[config.mk]
export PLATFORM = sky130hd
export DESIGN_NAME = axi_beat_splitter
export DESIGN_NICKNAME = d
export VERILOG_FILES = /design/src/rtl/splitter_pkg.sv /design/src/rtl/split_fifo.sv /design/src/rtl/split_ctrl.sv /design/src/rtl/split_dpath.sv /design/src/rtl/axi_beat_splitter.sv
export SDC_FILE = /design/constraint.sdc
export NUM_CORES = 1
export LEC_CHECK = 0
export BUFFER_PORTS_ARGS = -buffer_cell sky130_fd_sc_hd__buf_2
export CORE_MARGIN = 2
export CORE_UTILIZATION = 40
export CTS_BUF_LIST = sky130_fd_sc_hd__clkbuf_8
export CTS_CLUSTER_DIAMETER = 120
export DETAILED_ROUTE_END_ITERATION = 10
export GPL_TIMING_DRIVEN = 0
export HOLD_SLACK_MARGIN = 0.1
export PLACE_DENSITY = 0.69
export RECOVER_POWER = 50
export REMOVE_ABC_BUFFERS = 1
export SYNTH_ARGS = -nofsm -noshare
export SYNTH_HDL_FRONTEND = slang
export SYNTH_SLANG_ARGS = --single-unit
[constraint.sdc]
create_clock -name clk -period 2.9 [get_ports clk]
set_clock_uncertainty 0.1 [all_clocks]
set_input_delay 0.58 -clock clk [delete_from_list [all_inputs] [get_ports clk]]
set_output_delay 0.58 -clock clk [all_outputs]
set_load 0.02 [all_outputs]
[src/rtl/splitter_pkg.sv]
package splitter_pkg;

  localparam logic [1:0] BURST_FIXED = 2'b00;
  localparam logic [1:0] BURST_INCR  = 2'b01;

  // strobes from control to datapath
  typedef struct packed {
    logic awTake;  // write burst accepted
    logic wStep;   // write beat issued to slave
    logic arTake;  // read burst accepted
    logic arStep;  // read beat issued to slave
    logic bDone;   // last write reply of a burst
    logic rDone;   // last read reply of a burst
  } split_strobe_t;

endpackage

[src/rtl/split_fifo.sv]
module split_fifo #(
  parameter int WIDTH = 8,
  parameter int DEPTH = 4
) (
  input  logic             clk,
  input  logic             rstN,
  input  logic             push,
  input  logic [WIDTH-1:0] pushData,
  input  logic             pop,
  output logic [WIDTH-1:0] head,
  output logic             full
);
  localparam int PW = (DEPTH > 1) ? $clog2(DEPTH) : 1;
  localparam int CW = $clog2(DEPTH + 1);

  logic [WIDTH-1:0] mem [DEPTH];
  logic [PW-1:0]    wrPtr, rdPtr;
  logic [CW-1:0]    count;

  assign head = mem[rdPtr];
  assign full = (count == CW'(DEPTH));

  always_ff @(posedge clk) begin
    if (push) mem[wrPtr] <= pushData;
  end

  always_ff @(posedge clk) begin
    if (!rstN) begin
      wrPtr <= '0;
      rdPtr <= '0;
      count <= '0;
    end else begin
      if (push) wrPtr <= (wrPtr == PW'(DEPTH - 1)) ? '0 : wrPtr + PW'(1);
      if (pop)  rdPtr <= (rdPtr == PW'(DEPTH - 1)) ? '0 : rdPtr + PW'(1);
      if (push && !pop)      count <= count + CW'(1);
      else if (pop && !push) count <= count - CW'(1);
    end
  end
endmodule

[src/rtl/split_ctrl.sv]
module split_ctrl
  import splitter_pkg::*;
#(
  parameter int LENW = 8
) (
  input  logic            clk,
  input  logic            rstN,
  input  logic            awValid,
  input  logic            wValid,
  input  logic            arValid,
  input  logic            sBValid,
  input  logic            sRValid,
  input  logic            wFull,
  input  logic            rFull,
  input  logic [LENW-1:0] awLen,
  input  logic [LENW-1:0] arLen,
  input  logic [LENW-1:0] bHeadLen,
  input  logic [LENW-1:0] rHeadLen,
  output logic            awReady,
  output logic            wReady,
  output logic            arReady,
  output logic            sWrValid,
  output logic            sRdValid,
  output logic            bLast,
  output logic            rLast,
  output split_strobe_t   stb
);
  logic            wBusy, rBusy;
  logic [LENW-1:0] wLeft, rLeft, bCnt, rCnt;

  assign awReady  = !wBusy && !wFull;
  assign arReady  = !rBusy && !rFull;
  assign wReady   = wBusy;
  assign sWrValid = wBusy && wValid;
  assign sRdValid = rBusy;
  assign bLast    = (bCnt == bHeadLen);
  assign rLast    = (rCnt == rHeadLen);

  always_comb begin
    stb.awTake = awValid && awReady;
    stb.wStep  = sWrValid;
    stb.arTake = arValid && arReady;
    stb.arStep = rBusy;
    stb.bDone  = sBValid && bLast;
    stb.rDone  = sRValid && rLast;
  end

  // write burst beat counter
  always_ff @(posedge clk) begin
    if (!rstN) begin
      wBusy <= 1'b0;
      wLeft <= '0;
    end else if (stb.awTake) begin
      wBusy <= 1'b1;
      wLeft <= awLen;
    end else if (stb.wStep) begin
      if (wLeft == '0) wBusy <= 1'b0;
      else             wLeft <= wLeft - LENW'(1);
    end
  end

  // read burst beat counter
  always_ff @(posedge clk) begin
    if (!rstN) begin
      rBusy <= 1'b0;
      rLeft <= '0;
    end else if (stb.arTake) begin
      rBusy <= 1'b1;
      rLeft <= arLen;
    end else if (stb.arStep) begin
      if (rLeft == '0) rBusy <= 1'b0;
      else             rLeft <= rLeft - LENW'(1);
    end
  end

  // reply counters, in burst order
  always_ff @(posedge clk) begin
    if (!rstN) begin
      bCnt <= '0;
      rCnt <= '0;
    end else begin
      if (sBValid) bCnt <= bLast ? '0 : bCnt + LENW'(1);
      if (sRValid) rCnt <= rLast ? '0 : rCnt + LENW'(1);
    end
  end
endmodule

[src/rtl/split_dpath.sv]
module split_dpath
  import splitter_pkg::*;
#(
  parameter int AW    = 32,
  parameter int DW    = 32,
  parameter int IDW   = 4,
  parameter int LENW  = 8,
  parameter int DEPTH = 4
) (
  input  logic            clk,
  input  logic            rstN,
  input  split_strobe_t   stb,
  input  logic [IDW-1:0]  awId,
  input  logic [AW-1:0]   awAddr,
  input  logic [LENW-1:0] awLen,
  input  logic [1:0]      awBurst,
  input  logic [IDW-1:0]  arId,
  input  logic [AW-1:0]   arAddr,
  input  logic [LENW-1:0] arLen,
  input  logic [1:0]      arBurst,
  input  logic            sBValid,
  input  logic [1:0]      sBResp,
  output logic [AW-1:0]   sAwAddr,
  output logic [AW-1:0]   sArAddr,
  output logic            wFull,
  output logic            rFull,
  output logic [LENW-1:0] bHeadLen,
  output logic [LENW-1:0] rHeadLen,
  output logic [IDW-1:0]  bId,
  output logic [1:0]      bResp,
  output logic [IDW-1:0]  rId
);
  localparam int OFF = $clog2(DW / 8);
  localparam int HI  = AW - OFF;
  localparam int EW  = IDW + LENW;

  logic [AW-1:0] wAddr, rAddr;
  logic          wFixed, rFixed;
  logic [1:0]    bAcc;
  logic [EW-1:0] wHead, rHead;

  function automatic logic [AW-1:0] stepAddr(input logic [AW-1:0] a, input logic fixedB);
    stepAddr = fixedB ? a : {a[AW-1:OFF] + HI'(1), {OFF{1'b0}}};
  endfunction

  assign sAwAddr = wAddr;
  assign sArAddr = rAddr;

  always_ff @(posedge clk) begin
    if (!rstN) begin
      wAddr  <= '0;
      wFixed <= 1'b0;
      rAddr  <= '0;
      rFixed <= 1'b0;
    end else begin
      if (stb.awTake) begin
        wAddr  <= awAddr;
        wFixed <= (awBurst == BURST_FIXED);
      end else if (stb.wStep) begin
        wAddr <= stepAddr(wAddr, wFixed);
      end
      if (stb.arTake) begin
        rAddr  <= arAddr;
        rFixed <= (arBurst == BURST_FIXED);
      end else if (stb.arStep) begin
        rAddr <= stepAddr(rAddr, rFixed);
      end
    end
  end

  split_fifo #(.WIDTH(EW), .DEPTH(DEPTH)) u_wq (
    .clk(clk), .rstN(rstN), .push(stb.awTake), .pushData({awId, awLen}),
    .pop(stb.bDone), .head(wHead), .full(wFull)
  );

  split_fifo #(.WIDTH(EW), .DEPTH(DEPTH)) u_rq (
    .clk(clk), .rstN(rstN), .push(stb.arTake), .pushData({arId, arLen}),
    .pop(stb.rDone), .head(rHead), .full(rFull)
  );

  assign bHeadLen = wHead[LENW-1:0];
  assign bId      = wHead[EW-1:LENW];
  assign rHeadLen = rHead[LENW-1:0];
  assign rId      = rHead[EW-1:LENW];

  // worst response seen so far in the current write burst
  assign bResp = (sBResp > bAcc) ? sBResp : bAcc;

  always_ff @(posedge clk) begin
    if (!rstN)        bAcc <= 2'b00;
    else if (sBValid) bAcc <= stb.bDone ? 2'b00 : bResp;
  end
endmodule

[src/rtl/axi_beat_splitter.sv]
module axi_beat_splitter
  import splitter_pkg::*;
#(
  parameter int AW    = 32,
  parameter int DW    = 32,
  parameter int IDW   = 4,
  parameter int LENW  = 8,
  parameter int DEPTH = 4
) (
  input  logic              clk,
  input  logic              rstN,
  input  logic              awValid,
  output logic              awReady,
  input  logic [IDW-1:0]    awId,
  input  logic [AW-1:0]     awAddr,
  input  logic [LENW-1:0]   awLen,
  input  logic [1:0]        awBurst,
  input  logic              wValid,
  output logic              wReady,
  input  logic [DW-1:0]     wData,
  input  logic [DW/8-1:0]   wStrb,
  output logic              bValid,
  output logic [IDW-1:0]    bId,
  output logic [1:0]        bResp,
  input  logic              arValid,
  output logic              arReady,
  input  logic [IDW-1:0]    arId,
  input  logic [AW-1:0]     arAddr,
  input  logic [LENW-1:0]   arLen,
  input  logic [1:0]        arBurst,
  output logic              rValid,
  output logic [IDW-1:0]    rId,
  output logic [DW-1:0]     rData,
  output logic [1:0]        rResp,
  output logic              rLast,
  output logic              sAwValid,
  output logic [AW-1:0]     sAwAddr,
  output logic [7:0]        sAwLen,
  output logic [IDW-1:0]    sAwId,
  output logic [2:0]        sAwSize,
  output logic [1:0]        sAwBurst,
  output logic [3:0]        sAwCache,
  output logic [2:0]        sAwProt,
  output logic [3:0]        sAwQos,
  output logic              sWValid,
  output logic [DW-1:0]     sWData,
  output logic [DW/8-1:0]   sWStrb,
  output logic              sWLast,
  input  logic              sBValid,
  input  logic [1:0]        sBResp,
  output logic              sArValid,
  output logic [AW-1:0]     sArAddr,
  output logic [7:0]        sArLen,
  output logic [IDW-1:0]    sArId,
  output logic [2:0]        sArSize,
  output logic [1:0]        sArBurst,
  output logic [3:0]        sArCache,
  output logic [2:0]        sArProt,
  output logic [3:0]        sArQos,
  input  logic              sRValid,
  input  logic [DW-1:0]     sRData,
  input  logic [1:0]        sRResp
);
  localparam logic [2:0] BEAT_SIZE = 3'($clog2(DW / 8));

  split_strobe_t   stb;
  logic            wFull, rFull, bLastHit, rLastHit, sWrValid;
  logic [LENW-1:0] bHeadLen, rHeadLen;

  split_ctrl #(.LENW(LENW)) u_ctrl (
    .clk(clk), .rstN(rstN), .awValid(awValid), .wValid(wValid), .arValid(arValid),
    .sBValid(sBValid), .sRValid(sRValid), .wFull(wFull), .rFull(rFull),
    .awLen(awLen), .arLen(arLen), .bHeadLen(bHeadLen), .rHeadLen(rHeadLen),
    .awReady(awReady), .wReady(wReady), .arReady(arReady),
    .sWrValid(sWrValid), .sRdValid(sArValid), .bLast(bLastHit), .rLast(rLastHit),
    .stb(stb)
  );

  split_dpath #(.AW(AW), .DW(DW), .IDW(IDW), .LENW(LENW), .DEPTH(DEPTH)) u_dp (
    .clk(clk), .rstN(rstN), .stb(stb),
    .awId(awId), .awAddr(awAddr), .awLen(awLen), .awBurst(awBurst),
    .arId(arId), .arAddr(arAddr), .arLen(arLen), .arBurst(arBurst),
    .sBValid(sBValid), .sBResp(sBResp),
    .sAwAddr(sAwAddr), .sArAddr(sArAddr), .wFull(wFull), .rFull(rFull),
    .bHeadLen(bHeadLen), .rHeadLen(rHeadLen),
    .bId(bId), .bResp(bResp), .rId(rId)
  );

  // single-beat request fields
  assign sAwValid = sWrValid;
  assign sWValid  = sWrValid;
  assign sWData   = wData;
  assign sWStrb   = wStrb;
  assign sWLast   = 1'b1;
  assign sAwLen   = '0;
  assign sAwId    = '0;
  assign sAwSize  = BEAT_SIZE;
  assign sAwBurst = '0;
  assign sAwCache = '0;
  assign sAwProt  = '0;
  assign sAwQos   = '0;
  assign sArLen   = '0;
  assign sArId    = '0;
  assign sArSize  = BEAT_SIZE;
  assign sArBurst = '0;
  assign sArCache = '0;
  assign sArProt  = '0;
  assign sArQos   = '0;

  // rebuilt responses
  assign bValid = stb.bDone;
  assign rValid = sRValid;
  assign rData  = sRData;
  assign rResp  = sRResp;
  assign rLast  = sRValid && rLastHit;
endmodule

* Word level (Yosys, flattened, before mapping)
Memories as Yosys holds them, arrays and structs flattened. A register that Yosys moved wholly into a read port is not among the register bits.
Cells that the tools add are included.
** Cells by class
- $add $sub $neg :: 14
- Muxes and demuxes :: 38
- Equality and inequality tests :: 12
- Reduce and logical (&&, ||, !) cells :: 33
- $lt $le $gt $ge :: 1
** Operators with widths (count)
- 32-bit 2-to-1 mux :: 6
- 8-bit 2-to-1 mux :: 8
- 30-bit by 1-bit adder with 30-bit output (second input constant) :: 2
- 2-bit 2-to-1 mux :: 10
- 8-bit by 1-bit adder with 8-bit output (second input constant) :: 2
- 8-bit equality test :: 2
- 8-bit zero test :: 2
- 8-bit by 1-bit subtractor with 8-bit output (second input constant) :: 2
- 3-bit 2-to-1 mux :: 4
- 1-bit logical AND :: 11
- 1-bit 2-to-1 mux :: 10
- 2-bit AND reduction :: 5
- 2-bit nonzero test :: 5
- 2-bit by 1-bit adder with 2-bit output (second input constant) :: 4
- 2-bit equality test (second input constant) :: 4
- 1-bit zero test :: 8
- 3-bit by 1-bit adder with 3-bit output (second input constant) :: 2
- 3-bit equality test (second input constant) :: 2
- 3-bit by 1-bit subtractor with 3-bit output (second input constant) :: 2
- 2-bit zero test :: 2
- 2-bit by 1-bit != test with 1-bit output (second input constant) :: 2
- 2-bit != test (second input constant) :: 2
- 2-bit > comparator :: 1
** Storage, ports and cells
- Bits of input ports :: 171
- Register bits :: 116
- Output and inout bits :: 210
- Bits in writable memories :: 96
- Logic and storage cells :: 117
- Memories :: 2
** Memory list
- u_dp.u_rq.mem :: words 4, bits a word 12, read ports 1, clocked after memory_dff 1, write ports 1, line split_fifo.sv:16 : logic [WIDTH-1:0] mem [DEPTH];
- u_dp.u_wq.mem :: words 4, bits a word 12, read ports 1, clocked after memory_dff 1, write ports 1, line split_fifo.sv:16

* Longest topological paths before layout
Gate-level depths: netlist of run 1.
- Depth in word-level cells :: 8
- Mapped depth :: 13
- Depth with buffers taken out :: 11

* Modules after synthesis
Synthesis of run 1 repeated with hierarchy kept, for this count alone.
** Second synthesis, totals
- Cell total of the unflattened synthesis :: 1048
- Area total of the unflattened synthesis :: 11089.4 um2
** By module, submodules not included
- split_fifo :: area an instance 2188.3 um2, cells each 105, instances 2
- split_dpath :: area an instance 3844.9 um2, cells each 479, instances 1
- split_ctrl :: area an instance 1885.6 um2, cells each 227, instances 1
- axi_beat_splitter :: area an instance 982.2 um2, cells each 132, instances 1

* Least setup slack after synthesis of run 1
Ideal clock, no wire load.
- Kind :: register to register
- From :: register with a tool-made name
- To :: register u_dp.u_wq.count[2]
- Buffers on the path :: 1
- Slack :: -0.558 ns
- Setup time :: 0.070 ns
- Data arrival time :: 3.288 ns
- Stages on the path, launching flop included :: 13
- Cells stage by stage :: dfxtp_1 buf_2 mux4_2 xnor2_1 nand4_1 nor3_1 inv_1 ha_1 inv_1 fa_1 xor2_1 or3_1 a21oi_1
** RTL lines
- end signal: assignment :: line split_fifo.sv:35 : if (push && !pop) count <= count + CW'(1);
- end signal: assignment :: line split_fifo.sv:36 : else if (pop && !push) count <= count - CW'(1);
- end: declaration :: line split_fifo.sv:18 : logic [CW-1:0] count;

==> results.ini, run 1 <==
[status]
status = finished with violations
failed_checks = negative setup slack

[cells_and_area]
nNetsFinal = 1405
most-common-layout-cells = dfxtp_1, buf_2, edfxtp_1
area_delta_synth_final_pct = 14.5
antennaDiodeCount = 0
post-route-util_pct = 46.8
drive_gt1_share_pct = 20.3
layout_commonest_cell = dfxtp_1

[clocking]
clockBufferDepth = 3
cts_buffers = 38
clk_latency_ns = 0.52
clkSlewWorstSetupHoldPaths_ns = 0.06
cts-root-buf = clkbuf_8
cts_tree = done
clock_sinks = 216
htree_levels = 2

[flow_run]
drv_cap = 0

[timing]
max_freq_mhz = 330
post-route-min-period_ns = 3.03
final.setup.worst_slack_ns = -0.133
setup_tns_ns = -0.306
maxSlewHeadroom_pct = 26.1
period_share_pct = 105
hold_viol = 0
slew_viol_final = 0
worst_pin_slew_ns = 1.11
rsz0062_at_grt = yes
setup_viol_count_final = 3

[setup_path]
worstReg2RegEnd = u_dp.u_rq.count[2]
slowest_delay_ns = 0.54
crit_path_end_kind = primary output
worst_r2r_path_depth = 13
path_buf_inv = 3
crit_path_start_kind = register
worst-path-stages = 7
path_cells = buf_12, mux4_2, xnor2_1, nand4_1, nor3_4, buf_4, buf_6
worstPathRequired_ns = 2.22
critPathMaxFanout = 4
r2r_slack_ns = -0.09
critPathSlowestCell = mux4_2
crit_family = multiplexers
worstPathArrival_ns = 2.35
setup.worst_path.end = rLast
critical_path_class = reg2out

[power]
power_uw = 8530
powerDensity_nw_per_um2 = 677
p_int_uw = 5890
power_frac_clock_pct = 35.8
comb_power_share_pct = 19.9
netSwitchingPower_uw = 2640
pwr-share-seq_pct = 44.3
p_leak_uw = 0.00459
p_sw_share_pct = 30.9
peakVddDrop_v = 0.000268

[routing]
drc = 0
drt_wl_total_um = 32100
dr.pass1.iters = 6
detail-route-antenna-nets = 0
post_drt_wl_per_cell_um = 20.3
drt_iter0_drc = 550
routed_via_density = 5.43
via_count = 8587

[yosys]
yosysSeqAreaShare_pct = 48.0
async_flop_share_pct = 0
syn_inst = 1077
synth.distinct_cells = 62
syn-cell-area_um2 = 11000
ys.flop_type = dfxtp_1
syn_avg_cell_area_um2 = 10.2
synth_warnings = 0
yosys_register_bits = 216
synth_edf_count = 96

[place]
dp_hpwl_um = 22400
place_congestion = 0.817
post-place-ws_ns = -2.25
io_buffers = 183

[global_route]
grt_pass1_wl_um = 47700
antenna_found_initial = 1
overflow = 0
first_global_vias = 8064
grt_usage_pct = 21.6
grt_max_degree = 57

[floorplanning]
die_w_um = 170
ioPinCount = 381
dieArea_um2 = 28900
coreArea_um2 = 27000
start_util_pct = 40.8
fp.dieH_um = 170
num_rows = 60

[hold_path]
hold_class = in2reg

timing repair:
| action | CTS | global route |
|---|---|---|
| pin swaps | 13 | 10 |
| cloned | 3 | 0 |
| hold endpoints to repair | 0 | 0 |
| hold buffers | 0 | 0 |
| setup endpoints to repair | 173 | 29 |
| setup buffers | 25 | 6 |
| resized for setup | 37 | 11 |
layer usage:
layer	share of wire, %	up-vias	global-route usage, %
met5	0.65	-	4.87
met4	1.8	6	5.61
met3	16	56	14.7
met2	42	416	30.6
met1	40	4090	26.4
li1	-	4019	-
synthesized netlist by cell type, types with 25 or more instances:
library cell	number	area share (%)
buf_4	129	8.8
o21ai_0	35	1.6
a31oi_1	25	1.4
nand2_1	81	2.8
dfxtp_1	120	22
nand4_1	25	1.4
clkbuf_1	48	1.6
nor3_1	28	1.3
xnor2_1	30	2.4
inv_1	31	1.1
nor2_1	57	1.9
edfxtp_1	96	26
a21oi_1	73	3.3
nand3_1	29	1.3
final cells by class:
| type | instances | area (um2) |
|---|---|---|
| inverters | 32 | 133 |
| multi-input cells | 703 | 4770 |
| flip-flops and latches | 216 | 5300 |
| repair buffers | 215 | 1130 |
| repair inverters | 3 | 12.5 |
| clock inverters | 25 | 211 |
| fillers | 2522 | 14300 |
| well taps | 341 | 427 |
| clock buffers | 45 | 619 |
flip-flops by register name, summed over array words and instances (netlist names), 2 cells and up, named ones only:
name,flops
u_ctrl.bCnt,8
u_ctrl.rCnt,8
u_ctrl.rLeft,8
u_ctrl.wLeft,8
u_dp.bAcc,2
u_dp.sArAddr,32
u_dp.sAwAddr,32
u_dp.u_rq.count,3
u_dp.u_rq.mem,48
u_dp.u_rq.rdPtr,2
u_dp.u_rq.wrPtr,2
u_dp.u_wq.count,3
u_dp.u_wq.mem,48
u_dp.u_wq.rdPtr,2
u_dp.u_wq.wrPtr,2
power by group through the flow:
stage               clock (uW)  sequential (uW)  combinational, uW
detailed placement           0             3830               1630
global placement             0             3810               1580
global route              3260             3820               1870
floorplan                    0             3900                968
finish                    3050             3780               1700
CTS                       3130             3760               1710
stage by stage:
| stage | hold WS (ns) | area, um2 | std cells |
|---|---|---|---|
| after global placement | 0.350 | 11400 | 1475 |
| final | 0.189 | 12600 | 1580 |
| after detailed placement | 0.356 | 11400 | 1477 |
| after global routing | 0.178 | 12600 | 1580 |
| after floorplan | 0.335 | 10000 | 951 |
| after CTS | 0.142 | 12600 | 1575 |
cells by family after synthesis:
kind of cell / count (synthesis) / share of synthesized area [%]
buf+inv: 213 / 11.7
simple gates: 332 / 15.7
mux: 37 / 6.12
xor+xnor: 51 / 4.06
fa+ha+maj: 25 / 2.98
flops: 216 / 48.0
other cells: 2 / 0.0682
compound gates: 201 / 11.3
worst reg2reg max path, cell delays in order (launching register included):
cell and delay, ns:
dfxtp_4 0.38, buf_12 0.11, mux4_2 0.54, xnor2_1 0.15, nand4_1 0.19, nor3_4 0.05, buf_4 0.17, inv_4 0.07
ha_4 0.13, inv_2 0.04, fa_2 0.35, xor2_2 0.16, or3_4 0.37, a21oi_2 0.13
worst min-delay path by stage:
stage                startpoint             endpoint  slack [ns]  cells past startpoint
floorplan           u_dp.wFixed          u_dp.wFixed        0.34                      2
finish                arAddr[1]      u_dp.sArAddr[1]        0.19                      3
CTS                     awId[1]  u_dp.u_wq.mem[0][9]        0.14                      1
global placement    u_dp.wFixed          u_dp.wFixed        0.35                      2
detailed placement  u_dp.wFixed          u_dp.wFixed        0.36                      2
global route          awAddr[0]      u_dp.sAwAddr[0]        0.18                      3
No activity file was read; power rests on OpenSTA's default activity.
==> run 2: changes to the inputs <==
Settings changed: CORE_UTILIZATION 40 to 35, PLACE_DENSITY 0.69 to 0.7, RECOVER_POWER 50 to not set.
==> run 2 against run 1 <==
  * The run still ends with negative setup slack left
  * Highest routed layer unchanged
  * Global-route usage decreased by 3.0 points
  * Count of clock-buffer cells in the layout is 1 lower
  * Critical endpoint is now bValid
  * Non-clock buffer count fell by 6
  * Maximum frequency grew 0.47%
  * Clock power shrank 3%
  * Final area increased by 0.89%
  * First-iteration DRC count down 4.4%
  * Cell count is 3.0% higher
  * Largest power group unchanged
  * Total power down 1.0%
  * Worst hold slack worse by 0.027 ns
  * Largest cell class unchanged
  * Via count is 0.91% higher
==> results.ini, run 2 (synthesis results as in run 1) <==
[global_route]
grt_usage_pct = 18.7  ; was 21.6%
grt_max_degree = 54  ; was 57
antenna_found_initial = 0  ; was 1
first_global_vias = 8085  ; was 8064
overflow = 0  ; unchanged
grt_pass1_wl_um = 47700  ; about the same

[flow_run]
drv_cap = 0  ; unchanged

[timing]
maxSlewHeadroom_pct = 27.1  ; was 26.1%
setup_viol_count_final = 4  ; was 3
hold_viol = 0  ; unchanged
final.setup.worst_slack_ns = -0.119  ; was -0.133 ns
slew_viol_final = 0  ; unchanged
max_freq_mhz = 331  ; was 330 MHz
worst_pin_slew_ns = 1.09  ; was 1.11 ns
rsz0062_at_grt = yes  ; unchanged
period_share_pct = 104  ; was 105%
post-route-min-period_ns = 3.02  ; was 3.03 ns

[routing]
wl_met1_um = 13000  ; was 12700 um
top_layer_used = met5  ; unchanged
routed_via_density = 5.32  ; was 5.43
detail-route-antenna-nets = 0  ; unchanged
via_count = 8665  ; was 8587
drt_wl_total_um = 32100  ; about the same
wl_met2_um = 13500  ; was 13600 um
met3_length_um = 4840  ; was 5020 um
dr.pass1.iters = 5  ; was 6
drt_iter0_drc = 526  ; was 550
drc = 0  ; unchanged
post_drt_wl_per_cell_um = 19.7  ; was 20.3 um

[clocking]
clock_sinks = 216  ; unchanged
clockBufferDepth = 3  ; unchanged
cts_buffers = 38  ; unchanged
htree_levels = 2  ; unchanged
clkSlewWorstSetupHoldPaths_ns = 0.06  ; about the same
cts_hold_buffers = 0  ; unchanged
clk_latency_ns = 0.53  ; was 0.52 ns
cts-root-buf = clkbuf_8  ; unchanged
cts_tree = done  ; unchanged

[status]
failed_checks = negative setup slack  ; unchanged
status = finished with violations  ; unchanged

[setup_path]
crit_family = multiplexers  ; unchanged
path_buf_inv = 2  ; was 3
worstPathRequired_ns = 2.22  ; about the same
worstPathArrival_ns = 2.34  ; was 2.35 ns
critPathSlowestCell = mux4_2  ; unchanged
worst_r2r_path_depth = 13  ; unchanged
crit_path_start_kind = register  ; unchanged
r2r_slack_ns = -0.02  ; was -0.09 ns
worstReg2RegEnd = u_dp.u_wq.count[2]  ; was u_dp.u_rq.count[2]
path_cells = buf_12, mux4_2, xnor2_1, nand4_1, nor3_4, buf_6  ; was buf_12, mux4_2, xnor2_1, nand4_1, nor3_4, buf_4, buf_6
crit_path_end_kind = primary output  ; unchanged
slowest_delay_ns = 0.51  ; was 0.54 ns
critPathMaxFanout = 4  ; unchanged
critical_path_class = reg2out  ; unchanged
worst-path-stages = 6  ; was 7

[floorplanning]
ioPinCount = 381  ; unchanged
coreArea_um2 = 30700  ; was 27000 um2
fp.dieH_um = 181  ; was 170 um
die_w_um = 181  ; was 170 um
num_rows = 64  ; was 60
start_util_pct = 35.8  ; was 40.8%
dieArea_um2 = 32900  ; was 28900 um2

[cells_and_area]
fill_cells = 3000  ; was 2522
ff_latch_area_um2 = 5300  ; unchanged
final_cell_area_um2 = 12700  ; was 12600 um2
largestRegisters = u_dp.u_rq.mem x48, u_dp.u_wq.mem x48  ; unchanged
nNetsFinal = 1397  ; was 1405
area_delta_synth_final_pct = 15.5  ; was 14.5%
multiInputGateArea_um2 = 4760  ; was 4770 um2
drive_gt1_share_pct = 26.6  ; was 20.3%
most-common-layout-cells = buf_2, dfxtp_1, edfxtp_1  ; was dfxtp_1, buf_2, edfxtp_1
post-route-util_pct = 41.3  ; was 46.8%
layout_commonest_cell = buf_2  ; was dfxtp_1

[power]
p_leak_uw = 0.00484  ; was 0.00459 uW
peakVddDrop_v = 0.000318  ; was 0.000268 V
powerDensity_nw_per_um2 = 664  ; was 677 nW/um2

[place]
io_buffers = 183  ; unchanged
dpl_cell_area_um2 = 11500  ; was 11400 um2
dp_hpwl_um = 22300  ; was 22400 um
place_congestion = 0.779  ; was 0.817

[hold_path]
min_delay_worst_endpoint = u_dp.u_rq.mem[1][9]  ; was u_dp.sArAddr[1]
hold_class = in2reg  ; unchanged
hp-start = arId[1]  ; was arAddr[1]
whs_path_depth = 1  ; was 3

run 2: cell count changes in the layout (fill, tap and decap cells not counted), moves of 2 or more:
cell	before	now
clkinv_1	6	2
clkinvlp_4	1	3
clkbuf_1	82	0
buf_4	25	18
buf_2	99	181
run 2: how the worst max path moves through the flow:
stage                               to               start  slack [ns]
floorplan           u_dp.u_rq.count[1]            register       -1.05
global placement       u_dp.sArAddr[9]  u_dp.u_rq.count[0]       -2.52
detailed placement    u_dp.sArAddr[12]  u_dp.u_rq.count[0]       -1.65
CTS                             bValid            register       -0.18
global route                    bValid            register       -0.25
finish                          bValid            register       -0.12
run 2: per-stage QoR:
| stage | power [uW] | std cells | hold WS (ns) | setup TNS (ns) | worst slack, ns |
|---|---|---|---|---|---|
| after global routing | 8870 | 1627 | 0.138 | -1.86 | -0.246 |
| final | 8440 | 1628 | 0.162 | -0.236 | -0.119 |
| after CTS | 8480 | 1619 | 0.141 | -0.609 | -0.180 |
| after floorplan | 4870 | 951 | 0.335 | -46.96 | -1.05 |
| after detailed placement | 5460 | 1532 | 0.357 | -139.28 | -1.65 |
| after global placement | 5400 | 1530 | 0.345 | -345.80 | -2.52 |
run 2: timing repair:
item	4_1_cts	5_1_grt
pin swaps	10	9
buffers inserted	16	8
endpoints found under the setup margin	180	40
resized for setup	31	16
cloned	1	0
run 2: layer usage:
metal,global-route usage [%],vias up
met5,5.93,-
met4,3.93,8
met3,12.3,43
met2,26.2,432
met1,23.3,4172
li1,-,4010
run 2: where the power goes:
group	internal, uW	switching [uW]
combinational	642	1080
clock	1660	1290
sequential	3500	272
run 2: cell type report:
type / count / area share, %
inverter: 32 / 1.13
tap: 396 / 3.90
clock buffer: 44 / 4.76
antenna: 1 / 0.0197
timing repair buffer: 209 / 9.48
sequential: 216 / 41.6
multi-input combinational: 703 / 37.5
clock inverter: 26 / 1.54
timing repair inverter: 1 / 0.0590
==> run 3: changes to the inputs <==
Settings changed: CTS_BUF_LIST sky130_fd_sc_hd__clkbuf_8 to not set.
==> run 3 against run 2 <==
  * The flow still finishes with violations (negative setup slack)
  * Global-route usage is 0.14 points lower
  * Total power grew 4.1%
  * Critical path depth unchanged
  * Worst hold slack better by 0.022 ns
  * First-iteration DRC count down 7.2%
  * Register-to-register slack barely moved
  * Die area unchanged
  * Critical endpoint unchanged
  * Largest power group unchanged
==> results.ini, run 3 (synthesis results as in run 1) <==
[status]
status = finished with violations  ; unchanged
failed_checks = negative setup slack  ; unchanged

[routing]
via_count = 8608  ; was 8665
drt_iter0_drc = 488  ; was 526
drt_wl_total_um = 31900  ; was 32100 um
drc = 0  ; unchanged
post_drt_wl_per_cell_um = 19.9  ; was 19.7 um
routed_via_density = 5.37  ; was 5.32
dr.pass1.iters = 5  ; unchanged
detail-route-antenna-nets = 0  ; unchanged

[power]
peakVddDrop_v = 0.000446  ; was 0.000318 V
p_leak_uw = 0.00480  ; was 0.00484 uW
powerDensity_nw_per_um2 = 688  ; was 664 nW/um2
power_uw = 8790  ; was 8440 uW

[clocking]
cts_hold_buffers = 0  ; unchanged
htree_levels = 1  ; was 2
cts_tree = done  ; unchanged
clock_sinks = 216  ; unchanged
clk_latency_ns = 0.51  ; was 0.53 ns
clkSlewWorstSetupHoldPaths_ns = 0.06  ; about the same
clockBufferDepth = 3  ; unchanged
cts_buffers = 24  ; was 38
cts-root-buf = clkbuf_16  ; was clkbuf_8

[floorplanning]
coreArea_um2 = 30700  ; unchanged
fp.dieH_um = 181  ; unchanged
dieArea_um2 = 32900  ; unchanged
die_w_um = 181  ; unchanged
start_util_pct = 35.8  ; unchanged
ioPinCount = 381  ; unchanged
num_rows = 64  ; unchanged

[global_route]
first_global_vias = 7957  ; was 8085
grt_pass1_wl_um = 47700  ; about the same
grt_usage_pct = 18.5  ; was 18.7%
antenna_found_initial = 0  ; unchanged
grt_max_degree = 54  ; unchanged
overflow = 0  ; unchanged

[timing]
worst_pin_slew_ns = 1.07  ; was 1.09 ns
setup_viol_count_final = 3  ; was 4
finalHoldWorstSlack_ns = 0.185  ; was 0.162 ns
hold_viol = 0  ; unchanged
rsz0062_at_grt = yes  ; unchanged
final.setup.worst_slack_ns = -0.0924  ; was -0.119 ns
max_freq_mhz = 334  ; was 331 MHz
period_share_pct = 103  ; was 104%
post-route-min-period_ns = 2.99  ; was 3.02 ns
maxSlewHeadroom_pct = 27.9  ; was 27.1%
slew_viol_final = 0  ; unchanged

[setup_path]
critical_path_class = reg2out  ; unchanged
path_cells = buf_12, mux4_2, xnor2_1, nand4_1, nor3_4, buf_6  ; unchanged
path_buf_inv = 2  ; unchanged
worstReg2RegEnd = u_dp.u_wq.count[2]  ; unchanged
worst_r2r_path_depth = 13  ; unchanged
worstPathArrival_ns = 2.31  ; was 2.34 ns
critPathMaxFanout = 5  ; was 4
crit_family = multiplexers  ; unchanged
critPathSlowestCell = mux4_2  ; unchanged
r2r_slack_ns = -0.01  ; was -0.02 ns
crit_path_start_kind = register  ; unchanged
worstPathRequired_ns = 2.22  ; about the same
slowest_delay_ns = 0.51  ; about the same
crit_path_end_kind = primary output  ; unchanged

[hold_path]
hp-start = arId[1]  ; unchanged
min_delay_worst_endpoint = u_dp.u_rq.mem[2][9]  ; was u_dp.u_rq.mem[1][9]
whs_path_depth = 1  ; unchanged
hold_class = in2reg  ; unchanged

[place]
io_buffers = 183  ; unchanged
place_congestion = 0.779  ; unchanged
dp_hpwl_um = 22300  ; unchanged

[cells_and_area]
nNetsFinal = 1385  ; was 1397
largestRegisters = u_dp.u_rq.mem x48, u_dp.u_wq.mem x48  ; unchanged
most-common-layout-cells = buf_2, dfxtp_1, edfxtp_1  ; unchanged
drive_gt1_share_pct = 26.2  ; was 26.6%
area_delta_synth_final_pct = 16.1  ; was 15.5%
layout_commonest_cell = buf_2  ; unchanged

[flow_run]
drv_cap = 0  ; unchanged

## run 3: changes by cell type in the layout (fill, tap and decap cells not counted), moves of 2 or more
cell | previous run | this run
buf_4 | 18 | 20
bufinv_16 | 3 | 5
clkbuf_1 | 0 | 3
clkbuf_16 | 0 | 25
clkbuf_8 | 44 | 1
clkinv_1 | 2 | 0
clkinv_2 | 4 | 6
inv_1 | 39 | 25
## run 3: what timing repair did
item	in CTS	in global routing
pin swaps	10	9
resized for setup	34	13
setup endpoints to repair	180	40
setup buffers	17	9
cloned	1	0
## run 3: per-layer routing
layer  part of all wire [%]  up-vias  routed length (um)  global-route usage [%]
met3                     14       47                4590                    11.7
met2                     42      436               13500                    26.1
met5                    1.2        -                 392                    8.74
li1                       -     3975                   -                       -
met1                     41     4142               13000                    23.3
met4                    1.3        8                 430                    3.61
## run 3: worst max-delay path by stage
stage / startpoint / endpoint / slack [ns] / cells past startpoint
floorplan: register / u_dp.u_rq.count[1] / -1.05 / 10
global placement: u_dp.u_rq.count[0] / u_dp.sArAddr[9] / -2.52 / 6
detailed placement: u_dp.u_rq.count[0] / u_dp.sArAddr[12] / -1.65 / 6
CTS: register / bValid / -0.15 / 6
global route: register / bValid / -0.21 / 6
finish: register / bValid / -0.09 / 6
## run 3: per-stage QoR
stage / cell area, um2 / util (%) / cells / TNS (ns) / setup WS, ns
after CTS: 12700 / 41.2 / 1594 / -0.530 / -0.154
after floorplan: 10000 / - / 951 / -46.96 / -1.05
final: 12800 / 41.5 / 1604 / -0.170 / -0.0924
after global routing: 12800 / 41.5 / 1603 / -1.90 / -0.205
after global placement: 11500 / 37.3 / 1530 / -345.80 / -2.52
after detailed placement: 11500 / 37.5 / 1532 / -139.28 / -1.65
## run 3: where the power goes
part | internal, uW | switching [uW]
clock network | 2050 | 1250
registers | 3500 | 273
logic | 640 | 1070
## run 3: final cells by class
| type | count | area [um2] |
|---|---|---|
| inverters | 32 | 144 |
| clock inverters | 15 | 213 |
| clock buffers | 29 | 651 |
| repair buffers | 211 | 1210 |
| repair inverters | 1 | 7.51 |
| diodes | 1 | 2.50 |
| multi-input cells | 703 | 4760 |
| flip-flops and latches | 216 | 5300 |
| well taps | 396 | 495 |
| fillers | 2982 | 18000 |
